--- src/rtl/periodic_irq_pkg.sv ---
package periodic_irq_pkg;

  typedef enum logic [2:0] {
    SEL_OFF   = 3'b000,
    SEL_LOW   = 3'b001,
    SEL_P2HZ  = 3'b010,
    SEL_P1HZ  = 3'b011,
    SEL_LSEC  = 3'b100,
    SEL_LMIN  = 3'b101,
    SEL_LHOUR = 3'b110,
    SEL_LMON  = 3'b111
  } selCode_e;

  localparam int NUM_EVENTS = 4;

  typedef struct packed {
    logic levelMode;
    logic forceLow;
    logic pulseOn;
    logic fastRate;
    logic eventHit;
  } ctrlStrobe_t;

endpackage

--- src/rtl/periodic_irq_ctrl.sv ---
module periodic_irq_ctrl
  import periodic_irq_pkg::*;
(
  input  logic [2:0]            intSel,
  input  logic [NUM_EVENTS-1:0] evtVec,
  output ctrlStrobe_t           strobe
);

  selCode_e selCode;
  logic [NUM_EVENTS-1:0] evtMatch;

  always_comb selCode = selCode_e'(intSel);

  // One matcher per level-mode code; low two bits choose the event.
  for (genvar g = 0; g < NUM_EVENTS; g++) begin : g_match
    assign evtMatch[g] = intSel[2] && (intSel[1:0] == 2'(g)) && evtVec[g];
  end

  always_comb begin
    strobe           = '0;
    strobe.eventHit  = |evtMatch;
    unique case (selCode)
      SEL_OFF:  ;
      SEL_LOW:  strobe.forceLow = 1'b1;
      SEL_P2HZ: begin
        strobe.pulseOn  = 1'b1;
        strobe.fastRate = 1'b1;
      end
      SEL_P1HZ: strobe.pulseOn = 1'b1;
      default:  strobe.levelMode = 1'b1;
    endcase
  end

endmodule

--- src/rtl/periodic_irq_datapath.sv ---
module periodic_irq_datapath
  import periodic_irq_pkg::*;
#(
  parameter int PHASE_W = 15,
  parameter int LAG     = 3
) (
  input  logic               clk,
  input  logic               rstN,
  input  logic [PHASE_W-1:0] subPhase,
  input  logic               flagClr,
  input  ctrlStrobe_t        strobe,
  output logic               intN,
  output logic               flag
);

  localparam logic [PHASE_W-1:0] LAG_V = PHASE_W'(LAG);

  logic [PHASE_W-1:0] shifted;
  logic pulseLow;
  logic flagNext;
  logic intNNext;

  always_comb begin
    shifted  = subPhase + LAG_V;
    pulseLow = strobe.fastRate ? ~shifted[PHASE_W-2] : ~shifted[PHASE_W-1];
  end

  always_comb begin
    if (strobe.eventHit)  flagNext = 1'b1;
    else if (flagClr)     flagNext = 1'b0;
    else                  flagNext = flag;
  end

  always_comb begin
    if (strobe.forceLow)       intNNext = 1'b0;
    else if (strobe.levelMode) intNNext = ~flagNext;
    else if (strobe.pulseOn)   intNNext = ~pulseLow;
    else                       intNNext = 1'b1;
  end

  always_ff @(posedge clk or negedge rstN) begin
    if (!rstN) begin
      flag <= 1'b0;
      intN <= 1'b1;
    end else begin
      flag <= flagNext;
      intN <= intNNext;
    end
  end

  // a matching event raises the flag and pulls the line low
  a_r9_event_sets: assert property (@(posedge clk) disable iff (!rstN)
    strobe.eventHit |=> (flag && !intN));

  // the flag only falls on a clear
  a_r10_sticky: assert property (@(posedge clk) disable iff (!rstN)
    (flag && !flagClr) |=> flag);

  // a clear without an event drops the flag
  a_r11_clear: assert property (@(posedge clk) disable iff (!rstN)
    (flagClr && !strobe.eventHit) |=> !flag);

  // forced-low code
  a_r3_force_low: assert property (@(posedge clk) disable iff (!rstN)
    strobe.forceLow |=> !intN);

endmodule

--- src/rtl/periodic_irq.sv ---
module periodic_irq
  import periodic_irq_pkg::*;
#(
  parameter int PHASE_W = 15,
  parameter int LAG     = 3
) (
  input  logic               clk,
  input  logic               rstN,
  input  logic [PHASE_W-1:0] subPhase,
  input  logic               evtSec,
  input  logic               evtMin,
  input  logic               evtHour,
  input  logic               evtMonth,
  input  logic [2:0]         intSel,
  input  logic               flagClr,
  output logic               intN,
  output logic               flagOut
);

  ctrlStrobe_t strobe;
  logic [NUM_EVENTS-1:0] evtVec;

  assign evtVec = {evtMonth, evtHour, evtMin, evtSec};

  periodic_irq_ctrl u_ctrl (
    .intSel (intSel),
    .evtVec (evtVec),
    .strobe (strobe)
  );

  periodic_irq_datapath #(
    .PHASE_W (PHASE_W),
    .LAG     (LAG)
  ) u_dp (
    .clk      (clk),
    .rstN     (rstN),
    .subPhase (subPhase),
    .flagClr  (flagClr),
    .strobe   (strobe),
    .intN     (intN),
    .flag     (flagOut)
  );

  // off code releases the line
  a_r2_off_high: assert property (@(posedge clk) disable iff (!rstN)
    (intSel == 3'b000) |=> intN);

  // outside level mode a clear flag stays clear
  a_r12_no_set: assert property (@(posedge clk) disable iff (!rstN)
    (!intSel[2] && !flagOut) |=> !flagOut);

endmodule

--- config.mk ---
export PLATFORM = sky130hd
export DESIGN_NAME = periodic_irq
export DESIGN_NICKNAME = d
export VERILOG_FILES = /design/src/rtl/periodic_irq_pkg.sv /design/src/rtl/periodic_irq_ctrl.sv /design/src/rtl/periodic_irq_datapath.sv /design/src/rtl/periodic_irq.sv
export SDC_FILE = /design/constraint.sdc
export NUM_CORES = 1
export LEC_CHECK = 0
export ABC_AREA = 1
export BUFFER_PORTS_ARGS = -buffer_cell sky130_fd_sc_hd__buf_2
export CAP_MARGIN = 10
export CELL_PAD_IN_SITES_DETAIL_PLACEMENT = 1
export CELL_PAD_IN_SITES_GLOBAL_PLACEMENT = 1
export CORE_MARGIN = 2
export CORE_UTILIZATION = 19
export DETAILED_ROUTE_END_ITERATION = 12
export PLACE_DENSITY = 0.83
export SLEW_MARGIN = 40
export SYNTH_ARGS = -nofsm -noshare
export SYNTH_HDL_FRONTEND = slang
export SYNTH_SLANG_ARGS = --single-unit
export TNS_END_PERCENT = 1
--- constraint.sdc ---
create_clock -name clk -period 2.05 [get_ports clk]
set_clock_uncertainty 0.15 [all_clocks]
set_input_delay 0.41 -clock clk [delete_from_list [all_inputs] [get_ports clk]]
set_output_delay 0.41 -clock clk [all_outputs]
set_load 0.05 [all_outputs]
== After elaboration in Yosys (flattened, before gate mapping) ==
Index checks and enable logic that the tools add are counted.
Storage, ports and cells
  RAM bits: 0
  latch bits: 0
  word-level logic and storage cells: 35
  memories kept: 0
  ROM bits: 0
  input bits: 25
  output and inout port bits: 2
  register bits: 2
Cells by class
  reductions and logical operators: 13
  shift operators: 0
  equality and inequality tests: 6
  multiplexer cells: 9
  divide/modulo/power cells: 0
  bitwise logic cells: 4
  multiply operators: 0
  $add $sub $neg: 1
  $lt $le $gt $ge: 0
Operators by type and width (count)
  15-bit by 2-bit adder with 15-bit output, second input constant: 1
  1-bit two-way mux: 9
  1-bit logical AND: 8
  4-bit OR reduction: 2
  3-bit by 2-bit == test with 1-bit output, second input constant: 2
  2-bit == test, second input constant: 2
  1-bit inverter: 4
  3-bit by 1-bit == test with 1-bit output, second input constant: 1
  3-bit logical NOT: 1
  2-bit by 1-bit == test with 1-bit output, second input constant: 1
  2-bit logical NOT: 1
  2-bit OR reduction: 1

== Logic depth before layout (Yosys ltp) ==
  depth after elaboration: 8
  gate-level depth with buffers: 10
  mapped depth without buffers: 10

== Hierarchy ==
A second synthesis with hierarchy kept.
Unflattened totals
  cell total of the unflattened synthesis: 59
  area, all modules: 311.5 um^2
Modules (own cells, without submodules)
  periodic_irq_datapath: seq. area each 51.3 um^2, instances 1, cells each 39, area an instance 220.2 um^2
  periodic_irq_ctrl: seq. area each 0.0 um^2, instances 1, cells each 20, area an instance 91.3 um^2

== Worst setup path after synthesis ==
OpenSTA, ideal clock, no wires.
  path type: flip-flop to flip-flop
  from: register u_dp.flag
  to: register u_dp.intN
  cell stages (with the launch flop): 6
  buffers on the path: 0
  setup time: 0.072 ns
  arrival: 1.073 ns
  clock period less this slack: 1.295 ns
  data required time: 1.828 ns
  path slack: 0.755 ns
  cells stage by stage: dfrtp_1 inv_1 o2111ai_1 o21ai_0 nand2_1 inv_1
Between the ends
  cells in the longest elaborated chain, start to end: 5
RTL lines
  start: declaration: RTL line periodic_irq_datapath.sv:13  | output logic flag
  start signal: assignment: RTL line periodic_irq_datapath.sv:46  | flag <= flagNext;
  1-bit two-way mux: RTL line periodic_irq_datapath.sv:30  | else if (flagClr) flagNext = 1'b0;
  1-bit two-way mux: RTL line periodic_irq_datapath.sv:29  | if (strobe.eventHit) flagNext = 1'b1;
  1-bit inverter: RTL line periodic_irq_datapath.sv:36  | else if (strobe.levelMode) intNNext = ~flagNext;
  1-bit two-way mux: RTL line periodic_irq_datapath.sv:36
  1-bit two-way mux: RTL line periodic_irq_datapath.sv:35  | if (strobe.forceLow) intNNext = 1'b0;
  net u_dp.intNNext: RTL line periodic_irq_datapath.sv:21  | logic intNNext;
  end signal: assignment: RTL line periodic_irq_datapath.sv:47  | intN <= intNNext;
  end: declaration: RTL line periodic_irq_datapath.sv:12  | output logic intN,
The timed path passes the listed nets, and every way through them passes these cells.

== Worst setup path after layout ==
  from: register u_dp.intN
  to: output port intN
RTL lines
  end: declaration: RTL line periodic_irq.sv:16  | output logic intN,
No word-level cell between the ends.

==> results_dict.tcl <==
set metrics [dict create \
    cts_buffers 3 \
    cp-start-kind "register" \
    crit_path_end "intN" \
    p_int_mw 0.149 \
    path_depth 1 \
    hold_class "in2reg" \
    pwr-share-seq_pct 21.6 \
    dpl.cell_count 86 \
    antenna_cells 0 \
    power.switching_mw 0.0692 \
    clkSinkCount 2 \
    core.rowCount 13 \
    slowest_stage "dfstp_2" \
    syn_inst 45 \
    syn_avg_cell_area_sq_um 5.59 \
    required_ps 1490 \
    cpPeakStageDelay_ps 500 \
    cp_cell_sequence "buf_2" \
    cp_max_fo 1 \
    max_slew.worst_pin.slew_ps 248 \
    fmax_ghz 0.656 \
    worstSetupStartpoint "u_dp.intN$_DFF_PN1_" \
    period_share_pct 74.4 \
    max-slew-margin-rel_pct 83.6 \
    grt_max_degree 5 \
    rsz0062_at_grt "false" \
    wl_per_cell_um 8.88 \
    area_growth_pct 73.6 \
    tns_ps 0 \
    critical-path-top-delay-family "flip-flops" \
    r2r_start "u_dp.flag$_DFF_PN0_" \
    drive_gt1_share_pct 47.4 \
    drv_slew 0 \
    synthDistinctLibCells 14 \
    core-area_sq_um 1270 \
    h-tree-depth 1 \
    synth-seq-cells 2 \
    rr_endpoint "u_dp.intN$_DFF_PN1_" \
    clkLatencyLatePin_ps 220 \
    peakVddDrop_mv 0.102 \
    endpoint_kind "output port" \
    synth_area_sq_um 251 \
    nFillCells 180 \
    yosysWarnings 0 \
    hold_viol_final 0 \
    outcome "completed" \
    clockPowerShare_pct 43.1 \
    ios 27 \
    worst_ep_arrival_time_ps 970 \
    grt_pass1_wl_mm 1.30 \
    final_antenna_net_count 0 \
    fin_nets 102 \
    clk_pin_slew_ps 30 \
    antenna_found_initial 0 \
    via_per_inst 4.33 \
    reg2regPathDepth 5 \
    routed_wl_um 808 \
    dr.first_iter.drc_count 3 \
    firstDrtPassIters 4 \
    grt_usage_pct 11.3 \
    numPortBuffers 26 \
    final_cells 91 \
    gr-total-overflow 0 \
    hpwl_um 726 \
    cts_root_buf "clkbuf_4" \
    drv_cap 0 \
    synth_fp_nets 70 \
    switching_share_pct 31.7 \
    cts_buffer_depth 2 \
    timing.reg2reg.setup_slack_ps 1050 \
    leakage_nw 0.254 \
    hold_start "flagClr" \
    die_area_sq_um 1630 \
    routed-via-count 394 \
    start_util_pct 19.8 \
    layout_min_cycle_time_ps 1530 \
    setup_viol 0 \
    power_frac_comb_pct 35.3 \
    critPathKind "reg2out" \
    powerDensity_nw_per_um2 500 \
    yosysSeqAreaShare_pct 20.4 \
    grt_pass1_vias 379 \
    die_h_um 40.4 \
    crit_buf_inv 1 \
    die_w_um 40.4 \
    cts_tree "done" \
    routabilityCongestion 0.730 \
    drc 0 \
]
-- routing by layer --
layer / part of all wire (%) / GRT usage (%)
met1: 37 / 11.4
met2: 59 / 24.6
met3: 4.0 / 0
met4: 0 / 2.50
met5: 0 / 0
-- area by class of cell --
| cell class | count | area, sq um | area share (%) |
|---|---|---|---|
| tap | 15 | 18.8 | 4.30 |
| timing repair buffer | 27 | 140 | 32.1 |
| sequential | 2 | 51.3 | 11.7 |
| multi-input combinational | 34 | 166 | 38.1 |
| clock buffer | 4 | 26.3 | 6.02 |
| inverter | 9 | 33.8 | 7.74 |
-- through the flow --
step	setup WS, ps	total power [mW]	cell area [sq um]	util [%]	hold slack, ps
after floorplan	755	0.0887	251	-	-35.6
after global placement	714	0.121	400	31.6	45.4
after detailed placement	659	0.124	400	31.6	46.3
after CTS	513	0.224	437	34.4	241
after global routing	503	0.233	437	34.4	256
final	525	0.219	437	34.4	246
-- cells in the final DEF (no fill, tap or decap), types with 2 or more instances in the layout --
cell type / n
clkbuf_4: 3
nand2_1: 12
o21ai_0: 2
buf_2: 26
nor2_1: 6
inv_2: 3
inv_1: 6
nand3_1: 8
-- registers in the layout (all words and copies together) (netlist names) --
name / count
u_dp.flag: 1
u_dp.intN: 1
-- worst min-delay path by stage --
stage | to | slack (ps) | cells past startpoint
6_report | u_dp.flag$_DFF_PN0_ | 250 | 2
5_1_grt | u_dp.flag$_DFF_PN0_ | 260 | 2
4_1_cts | u_dp.flag$_DFF_PN0_ | 240 | 2
3_5_place_dp | u_dp.flag$_DFF_PN0_ | 50 | 1
3_3_place_gp | u_dp.flag$_DFF_PN0_ | 50 | 1
2_1_floorplan | u_dp.flag$_DFF_PN0_ | -40 | 0
-- cells in the mapped netlist --
| master | count | area, sq um |
|---|---|---|
| nand2_2 | 1 | 6.26 |
| dfstp_2 | 1 | 26.3 |
| nand2_1 | 12 | 45.0 |
| nor3_4 | 1 | 16.3 |
| inv_1 | 6 | 22.5 |
| o21ai_0 | 2 | 10.0 |
| nand4_1 | 1 | 6.26 |
| nand3_1 | 8 | 40.0 |
| inv_2 | 3 | 11.3 |
| o2111ai_1 | 1 | 8.76 |
| dfrtp_1 | 1 | 25.0 |
| nor2_2 | 1 | 6.26 |
| o21ai_1 | 1 | 5.00 |
| nor2_1 | 6 | 22.5 |
-- cell families after synthesis --
group,Yosys count,synth area share (%)
AND/OR/NAND/NOR,30,56.7
buffers and inverters,9,13.4
AO/OA/AOI/OAI,4,9.45
flip-flops,2,20.4
-- timing repair --
item                                    4_1_cts  5_1_grt
endpoints found under the setup margin        0        0
hold buffers                                  1        0
setup buffers                                 0        0
endpoints found under the hold margin         2        0
gates resized for setup                       0        0
-- power groups by stage --
| stage | sequential [mW] | combinational (mW) | clock (mW) |
|---|---|---|---|
| floorplan | 0.0650 | 0.0237 | 0 |
| global placement | 0.0474 | 0.0738 | 0 |
| detailed placement | 0.0478 | 0.0759 | 0 |
| CTS | 0.0474 | 0.0780 | 0.0988 |
| global route | 0.0479 | 0.0858 | 0.0994 |
| finish | 0.0472 | 0.0770 | 0.0943 |
(Power assumes the default switching activity.)
